## src/rtl/dma_arb_pkg.sv

```systemverilog
package dma_arb_pkg;
  parameter int NUM_CH = 4;
  localparam int IDX_W = (NUM_CH > 1) ? $clog2(NUM_CH) : 1;
  localparam int RX_CH = 0;
  localparam int TX_CH = 1;

  typedef logic [IDX_W-1:0] chIdxT;

  // Strobes from control to the datapath
  typedef struct packed {
    logic clearCnt;   // new grant issued this edge
    logic countEn;    // data phase under an active grant
  } ctrlStrobeT;
endpackage

```

## src/rtl/dma_arb_datapath.sv

```systemverilog
module dma_arb_datapath
  import dma_arb_pkg::*;
#(
  parameter int LIMIT_W = 7,
  parameter logic [NUM_CH-1:0] THROTTLE_MASK = 4'b0011
) (
  input  logic                           clk,
  input  logic                           rstN,
  input  ctrlStrobeT                     strobes,
  input  chIdxT                          activeIdx,
  input  logic [NUM_CH-1:0][LIMIT_W-1:0] limitTab,
  input  logic                           limitEn,
  output logic                           limitHit
);
  localparam int CNT_W = LIMIT_W + 2;
  localparam logic [CNT_W-1:0] CNT_MAX = {CNT_W{1'b1}};

  logic [CNT_W-1:0] cycCnt;
  logic [NUM_CH-1:0][CNT_W-1:0] thrTab;

  // Per-channel threshold: four data cycles per unit, zero means one cycle
  for (genvar ch = 0; ch < NUM_CH; ch++) begin : g_thr
    always_comb begin
      if (limitTab[ch] == '0) thrTab[ch] = CNT_W'(1);
      else                    thrTab[ch] = {limitTab[ch], 2'b00};
    end
  end

  always_ff @(posedge clk) begin
    if (!rstN) begin
      cycCnt <= '0;
    end else if (strobes.clearCnt) begin
      cycCnt <= '0;
    end else if (strobes.countEn && cycCnt != CNT_MAX) begin
      cycCnt <= cycCnt + CNT_W'(1);
    end
  end

  always_comb begin
    limitHit = limitEn && THROTTLE_MASK[activeIdx] && (cycCnt >= thrTab[activeIdx]);
  end
endmodule

```

## src/rtl/dma_arb_ctrl.sv

```systemverilog
module dma_arb_ctrl
  import dma_arb_pkg::*;
(
  input  logic              clk,
  input  logic              rstN,
  input  logic [NUM_CH-1:0] chReq,
  input  logic [NUM_CH-1:0] chDone,
  input  logic              dataStrobe,
  input  logic              limitHit,
  input  logic              mwiLocalEn,
  input  logic              mwiBusEn,
  output logic [NUM_CH-1:0] grant,
  output chIdxT             activeIdx,
  output ctrlStrobeT        strobes,
  output logic              preempt,
  output logic              wrCmdSel
);
  logic [NUM_CH-1:0] grantQ;
  logic              busy;
  chIdxT             ownerIdx;
  chIdxT             lastIdx;
  logic              doneActive;
  logic              handoff;
  logic [NUM_CH-1:0] ownerMask;
  logic [NUM_CH-1:0] candidates;
  chIdxT             pickIdx;
  logic              pickValid;
  logic              rivals;

  always_comb begin
    ownerMask  = grantQ;
    doneActive = busy && chDone[ownerIdx];
    handoff    = !busy || doneActive;
    candidates = chReq & ~(doneActive ? ownerMask : '0);
  end

  // Rotating pick: scan downward so the nearest channel after lastIdx wins
  always_comb begin
    pickIdx   = lastIdx;
    pickValid = 1'b0;
    for (int k = NUM_CH; k >= 1; k--) begin
      if (candidates[(int'(lastIdx) + k) % NUM_CH]) begin
        pickIdx   = chIdxT'((int'(lastIdx) + k) % NUM_CH);
        pickValid = 1'b1;
      end
    end
  end

  always_ff @(posedge clk) begin
    if (!rstN) begin
      grantQ   <= '0;
      busy     <= 1'b0;
      ownerIdx <= '0;
      lastIdx  <= chIdxT'(NUM_CH - 1);
    end else if (handoff) begin
      if (pickValid) begin
        grantQ   <= NUM_CH'(1) << pickIdx;
        busy     <= 1'b1;
        ownerIdx <= pickIdx;
        lastIdx  <= pickIdx;
      end else begin
        grantQ <= '0;
        busy   <= 1'b0;
      end
    end
  end

  always_comb begin
    strobes.clearCnt = handoff && pickValid;
    strobes.countEn  = busy && dataStrobe;
    rivals           = |(chReq & ~grantQ);
    preempt          = busy && limitHit && rivals;
    wrCmdSel         = grantQ[RX_CH] && mwiLocalEn && mwiBusEn;
    grant            = grantQ;
    activeIdx        = ownerIdx;
  end
endmodule

```

## src/rtl/dma_burst_arbiter.sv

```systemverilog
module dma_burst_arbiter
  import dma_arb_pkg::*;
#(
  parameter int LIMIT_W = 7
) (
  input  logic              clk,
  input  logic              rstN,
  input  logic [NUM_CH-1:0] chReq,
  input  logic [NUM_CH-1:0] chDone,
  input  logic              dataStrobe,
  input  logic [LIMIT_W-1:0] rxLimit,
  input  logic [LIMIT_W-1:0] txLimit,
  input  logic              limitEn,
  input  logic              mwiLocalEn,
  input  logic              mwiBusEn,
  output logic [NUM_CH-1:0] grant,
  output logic              preempt,
  output logic              wrCmdSel
);
  localparam logic [NUM_CH-1:0] THROTTLE_MASK =
    (NUM_CH'(1) << RX_CH) | (NUM_CH'(1) << TX_CH);

  logic [NUM_CH-1:0][LIMIT_W-1:0] limitTab;
  ctrlStrobeT strobes;
  chIdxT      activeIdx;
  logic       limitHit;

  for (genvar ch = 0; ch < NUM_CH; ch++) begin : g_lim
    if (ch == RX_CH) begin : g_rx
      assign limitTab[ch] = rxLimit;
    end else if (ch == TX_CH) begin : g_tx
      assign limitTab[ch] = txLimit;
    end else begin : g_free
      assign limitTab[ch] = '0;
    end
  end

  dma_arb_ctrl u_ctrl (
    .clk        (clk),
    .rstN       (rstN),
    .chReq      (chReq),
    .chDone     (chDone),
    .dataStrobe (dataStrobe),
    .limitHit   (limitHit),
    .mwiLocalEn (mwiLocalEn),
    .mwiBusEn   (mwiBusEn),
    .grant      (grant),
    .activeIdx  (activeIdx),
    .strobes    (strobes),
    .preempt    (preempt),
    .wrCmdSel   (wrCmdSel)
  );

  dma_arb_datapath #(
    .LIMIT_W       (LIMIT_W),
    .THROTTLE_MASK (THROTTLE_MASK)
  ) u_dp (
    .clk       (clk),
    .rstN      (rstN),
    .strobes   (strobes),
    .activeIdx (activeIdx),
    .limitTab  (limitTab),
    .limitEn   (limitEn),
    .limitHit  (limitHit)
  );
endmodule

```

## config.mk

```make
export PLATFORM = sky130hd
export DESIGN_NAME = dma_burst_arbiter
export DESIGN_NICKNAME = d
export VERILOG_FILES = /design/src/rtl/dma_arb_pkg.sv /design/src/rtl/dma_arb_datapath.sv /design/src/rtl/dma_arb_ctrl.sv /design/src/rtl/dma_burst_arbiter.sv
export SDC_FILE = /design/constraint.sdc
export NUM_CORES = 1
export LEC_CHECK = 0
export BUFFER_PORTS_ARGS = -buffer_cell sky130_fd_sc_hd__buf_2
export CORE_MARGIN = 5
export CORE_UTILIZATION = 46
export DETAILED_ROUTE_END_ITERATION = 8
export HOLD_SLACK_MARGIN = 0.1
export PLACE_DENSITY = 0.67
export SYNTH_ARGS = -nofsm -noshare
export SYNTH_HDL_FRONTEND = slang
export SYNTH_SLANG_ARGS = --single-unit
```

## constraint.sdc

```tcl
create_clock -name clk -period 3.1 [get_ports clk]
set_clock_uncertainty 0.15 [all_clocks]
set_input_delay 0.31 -clock clk [delete_from_list [all_inputs] [get_ports clk]]
set_output_delay 0.31 -clock clk [all_outputs]
set_load 0.02 [all_outputs]
```

==> impl_metrics.ini, run 1 <==
[detailed_routing]
vias_per_cell = 5.61
vias = 1368
drt_wl_total_um = 3570
dr.pass1.iters = 4
drtIter0Drc = 95
ant_nets = 0
drcViolationCount = 0
wire_per_inst_um = 14.6

[setup_path]
r2r-start = u_ctrl.activeIdx[1]$_SDFFE_PN0P_
path_buf_inv = 1
start_kind = flop
cp_common_cell = a21oi_1
crit_start = u_ctrl.activeIdx[0]$_SDFFE_PN0P_
critPathMaxStageDelay_ns = 0.41
timing.reg2reg.setup_slack_ns = 0.65
cpLargestDelayFamily = compound AO/OA/AOI/OAI gates
critPathMaxFanout = 10
path_cells = nor4_2 > a21oi_1 > nand2_1 > ha_1 > nor2_1 > a21boi_0 > o21a_1 > o21ai_0 > a21oi_1 > o31a_1 > buf_2
end_kind = primary output
slowest_stage = dfxtp_4
cp.required_ns = 2.64
arrival_ns = 2.39
critical_path_class = reg2out

[logic_synthesis]
yosys_warnings = 0
async_flop_share_pct = 0
yosysSeqAreaShare_pct = 24.6
mappedNetlistArea_mm2 = 0.00147
synth-edff-count = 0
syn_nets = 206
ys_ff_latch = 18
ys_types = 49
postSynthAreaPerCell_um2 = 8.72
ys.flop_type = dfxtp_1
synthCells = 168

[grt]
grt.met3_usage_pct = 2.55
grt_max_degree = 15
grt.met2_usage_pct = 28.5
grt.overflow.total = 0
grt_use_total_pct = 17.2
met1_usage_pct = 22.2
grt_pass1_wl_um = 5840
top_usage_layer = met2
antenna_found_initial = 0
grt_pass1_vias = 1308

[timing]
fin_setup_tns_ns = 0
fin_crit_sh_pct = 91.8
worst_pin_slew_ns = 0.524
report.final.slew_viol_count = 0
fmax_mhz = 351
rsz0062_at_grt = no
slew_headroom_pct = 64.4
fin_ws_ns = 0.254
setup_viol = 0
hold_viol_final = 0
finalCriticalPeriod_ns = 2.85

[floorplanning]
die_h_um = 66.4
core-area_mm2 = 0.00305
row_count = 20
die_area_mm2 = 0.00441
io_pins = 34
die_x_um = 66.4
start_util_pct = 48.0

[clock_network]
htreeDepth = 1
clock_latency_ns = 0.30
cts_buffers = 3
cts_sinks = 18
cts_max_path_buffers = 2
clkTransAtPathRegs_ns = 0.10
root_buffer = clkbuf_4
tritoncts = yes

[placed_design]
place_ws_ns = 0.374
io_buffer_count = 33
gp_congestion = 0.874
dpl.hpwl_um = 2870

[worst_hold_path]
worstHoldStart = rstN
hp-class = in2reg

[pwr]
power_mw = 0.806
power.density_mw_per_mm2 = 471
ir_drop_v = 0.000199
p_leak_nw = 0.705

[status]
status = completed

[layout]
n_antenna_cell = 0
area_growth_pct = 16.8
layout.nets = 240
fillers = 311
drive_above_1_share_pct = 30.5
final_util_pct = 56.1

[flow_run]
maxCapViolCount = 0
## stage by stage
stage          instances  instance area, um2  hold slack (ns)
6_report             244                1710            0.113
5_1_grt              244                1710            0.119
4_1_cts              244                1700            0.108
3_5_place_dp         241                1670            0.374
3_3_place_gp         241                1670            0.363
2_1_floorplan        168                1470            0.350
## registers in the layout, indices dropped and copies added (netlist names)
name / cells
u_ctrl.busy: 1
u_ctrl.activeIdx: 2
u_dp.cycCnt: 9
u_ctrl.grant: 4
u_ctrl.lastIdx: 2
## report_power, final
| part | leakage, nW | internal, mW | total, mW | switching [mW] |
|---|---|---|---|---|
| registers | 0.148 | 0.259 | 0.312 | 0.0525 |
| logic | 0.543 | 0.178 | 0.377 | 0.199 |
| clock network | 0.0138 | 0.0453 | 0.117 | 0.0718 |
| total | 0.705 | 0.482 | 0.806 | 0.323 |
## timing repair
item | in CTS | in global routing
endpoints found under the setup margin | 0 | 1
hold buffers | 0 | 0
setup buffers | 0 | 0
resized for setup | 0 | 4
## cell families (layout without fill, tap and decap cells)
kind of cell | Yosys count | count (layout) | share of synthesized area (%)
xor+xnor | 7 | 7 | 4.18
compound gates | 40 | 40 | 25.5
simple gates | 72 | 72 | 26.5
mux | 11 | 11 | 8.03
flops | 18 | 18 | 24.6
fa+ha+maj | 10 | 10 | 8.54
buf+inv | 10 | 42 | 2.65
## cells in the mapped netlist (2+ instances only)
| master | number | area, um2 |
|---|---|---|
| dfxtp_1 | 18 | 360 |
| nor2_1 | 17 | 63.8 |
| ha_1 | 10 | 125 |
| nand3_1 | 10 | 50.1 |
| mux2i_1 | 9 | 90.1 |
| nand2_1 | 9 | 33.8 |
| or2_2 | 7 | 43.8 |
| nand3b_1 | 6 | 45.0 |
| inv_1 | 5 | 18.8 |
| xnor2_1 | 5 | 43.8 |
| and2_1 | 4 | 25.0 |
| clkbuf_1 | 4 | 15.0 |
| nand2b_1 | 4 | 25.0 |
| nor4_1 | 4 | 25.0 |
| a22o_1 | 3 | 26.3 |
| a22oi_1 | 3 | 22.5 |
| nor2b_1 | 3 | 18.8 |
| nor3_1 | 3 | 15.0 |
| o21a_1 | 3 | 22.5 |
| o21ai_0 | 3 | 15.0 |
| o21ai_1 | 3 | 15.0 |
| o221a_2 | 3 | 33.8 |
| o221ai_1 | 3 | 26.3 |
| a21oi_1 | 2 | 10.0 |
| mux2i_2 | 2 | 27.5 |
| xor2_1 | 2 | 17.5 |
## path summary, 6_finish.rpt
path | endpoint | cells after the start
max reg2reg | u_ctrl.lastIdx[0]$_SDFFE_PN1P_ | 6
min | u_ctrl.lastIdx[1]$_SDFFE_PN1P_ | 2
min reg2reg | u_ctrl.grant[3]$_SDFFE_PN0N_ | 2
max | preempt | 11
## cell type report
cell class                 instances  area (um2)  share of cell area (%)
sequential                        18         364                    21.3
clock buffer                       3        22.5                    1.32
multi-input combinational        140        1080                    63.0
timing repair buffer              34         173                    10.1
inverter                           5        18.8                    1.10
tap                               44        55.1                    3.22
## layer usage
metal	routed length, um	part of all wire [%]
met3	147	4.1
met5	0	0
met4	44	1.2
met1	1670	47
met2	1700	48
## placed cells by master, fill, tap and decap left out, types with 2 or more instances in the layout
cell,synthesis,layout
a21oi_1,2,2
a22o_1,3,3
a22oi_1,3,3
and2_1,4,4
buf_2,1,33
clkbuf_4,0,3
dfxtp_1,18,17
ha_1,10,10
inv_1,5,5
mux2i_1,9,9
mux2i_2,2,2
nand2_1,9,9
nand2b_1,4,4
nand3_1,10,10
nand3b_1,6,6
nor2_1,17,17
nor2b_1,3,3
nor3_1,3,3
nor4_1,4,3
o21a_1,3,3
o21ai_0,3,3
o21ai_1,3,3
o221a_2,3,3
o221ai_1,3,3
or2_2,7,7
xnor2_1,5,5
xor2_1,2,2
Power figures use the tool's default switching activity.
==> run 2: changes to the inputs <==
CORE_ASPECT_RATIO = 1.1   (was not set)
CORE_MARGIN = 2   (was 5)
==> run 2 against run 1 <==
Count of clock-buffer cells in the layout unchanged. Cell area decreased by 1.6%. Sequential share of layout area increased by 0.20 points. Core utilization decreased by 0.81 points. First-iteration DRC count increased by 37%. Largest power group unchanged.
==> impl_metrics.ini, run 2 (synthesis gave the netlist of run 1 again) <==
[status]
status = completed

[timing]
fin_crit_sh_pct = 92.7
slew_headroom_pct = 67.3
fin_setup_tns_ns = 0
report.final.slew_viol_count = 0
setup_viol = 0
rsz0062_at_grt = no
fin_ws_ns = 0.225
worst_pin_slew_ns = 0.481
hold_viol_final = 0
fmax_mhz = 348
hold_slack_ns = 0.130
finalCriticalPeriod_ns = 2.87

[placed_design]
gp_congestion = 0.862
dpl.hpwl_um = 2780
io_buffer_count = 33
place_inst = 231
place_ws_ns = 0.406

[detailed_routing]
vias_per_cell = 5.85
ant_nets = 0
drtIter0Drc = 130
drt_wl_total_um = 3370
wire_per_inst_um = 14.4
vias = 1369
dr.pass1.iters = 6
drcViolationCount = 0

[setup_path]
critical_path_class = reg2out
critPathMaxStageDelay_ns = 0.48
path_buf_inv = 1
cpLargestDelayFamily = compound AO/OA/AOI/OAI gates
timing.reg2reg.setup_slack_ns = 0.67
critPathMaxFanout = 10
cp.required_ns = 2.64
r2r-end = u_ctrl.grant[1]$_SDFFE_PN0N_
start_kind = flop
slowest_stage = dfxtp_2
r2r-start = u_ctrl.activeIdx[1]$_SDFFE_PN0P_
crit_cells = 11
r2r_cells = 6
cp_common_cell = nand2_1
arrival_ns = 2.41
end_kind = primary output
path_cells = nor4b_1 > nand2_1 > nand2_1 > ha_1 > nor2_1 > a21boi_0 > o21a_1 > o21ai_0 > a21oi_1 > o31a_1 > buf_2

[grt]
antenna_found_initial = 0
grt_pass1_wl_um = 5700
grt_max_degree = 15
grt_use_total_pct = 19.6
grt_pass1_vias = 1278
grt.overflow.total = 0

[floorplanning]
start_util_pct = 48.1
row_count = 21
die_x_um = 57.8
io_pins = 34
die_area_mm2 = 0.00365
core-area_mm2 = 0.00305
die_h_um = 63.2

[layout]
layout_commonest_cell = buf_2
final_cell_mix = buf_2, nor2_1, dfxtp_1
regMostFlops = u_dp.cycCnt
layout.nets = 240
largest_register_ffs = 9
register_area_um2 = 362
fillers = 299
layout.cells.non_filler = 234
drive_above_1_share_pct = 29.5
n_antenna_cell = 0
multi_input_area_mm2 = 0.00107
area_growth_pct = 14.9

[pwr]
p_leak_nw = 0.703
power.density_mw_per_mm2 = 470
ir_drop_v = 0.000298

[clock_network]
tritoncts = yes
cts_sinks = 18
cts_hold_buf = 0
htreeDepth = 1
cts_setup_buffers = 0
cts_max_path_buffers = 2
cts_buffers = 3
clock_latency_ns = 0.28
root_buffer = clkbuf_4
clkTransAtPathRegs_ns = 0.10
cts_resized = 0

[flow_run]
maxCapViolCount = 0

[worst_hold_path]
holdPathEnd = u_ctrl.lastIdx[1]$_SDFFE_PN1P_
hp-class = in2reg
whs_path_depth = 2
worstHoldStart = rstN
-- run 2: cell counts in the layout (fill, tap and decap cells not counted) --
Identical to the previous run, type by type.
-- run 2: how the worst max path moves through the flow --
stage                                                start       to  slack, ns
after floorplan           u_ctrl.activeIdx[0]$_SDFFE_PN0P_  preempt       0.23
final                     u_ctrl.activeIdx[0]$_SDFFE_PN0P_  preempt       0.23
after global routing      u_ctrl.activeIdx[0]$_SDFFE_PN0P_  preempt       0.01
after detailed placement  u_ctrl.activeIdx[0]$_SDFFE_PN0P_  preempt       0.41
after CTS                 u_ctrl.activeIdx[0]$_SDFFE_PN0P_  preempt       0.07
after global placement    u_ctrl.activeIdx[0]$_SDFFE_PN0P_  preempt       0.50
-- run 2: area by class of cell --
cell class	instances	area share, %
clock buffers	3	1.34
inverters	5	1.11
multi-input cells	140	63.3
flip-flops and latches	18	21.5
well taps	34	2.53
repair buffers	34	10.3
-- run 2: worst register-to-register path, cell delays in order, from the launching register on --
cell	delay [ns]
dfxtp_1	0.59
mux2i_2	0.52
o221ai_1	0.33
a22o_1	0.30
a22o_1	0.23
a22oi_1	0.15
nor2b_1	0.06
-- run 2: power by group --
| group | internal [mW] | switching [mW] | total (mW) |
|---|---|---|---|
| Combinational | 0.177 | 0.196 | 0.373 |
| Sequential | 0.258 | 0.0508 | 0.309 |
| Clock | 0.0450 | 0.0644 | 0.109 |
| Total | 0.480 | 0.311 | 0.791 |
-- run 2: metal layers --
metal | vias to the layer above | global-route usage (%) | routed length [um]
met5 | - | 0 | 0
met4 | 0 | 11.0 | 88
met3 | 10 | 2.67 | 123
met2 | 33 | 33.2 | 1780
met1 | 629 | 23.1 | 1370
li1 | 697 | - | -
-- run 2: through the flow --
stage	cell area [um2]	total power [mW]	utilization, %
6_report	1680	0.791	55.3
5_1_grt	1680	0.854	55.3
4_1_cts	1680	0.799	55.2
3_5_place_dp	1660	0.685	54.5
3_3_place_gp	1660	0.674	54.5
2_1_floorplan	1470	0.592	-
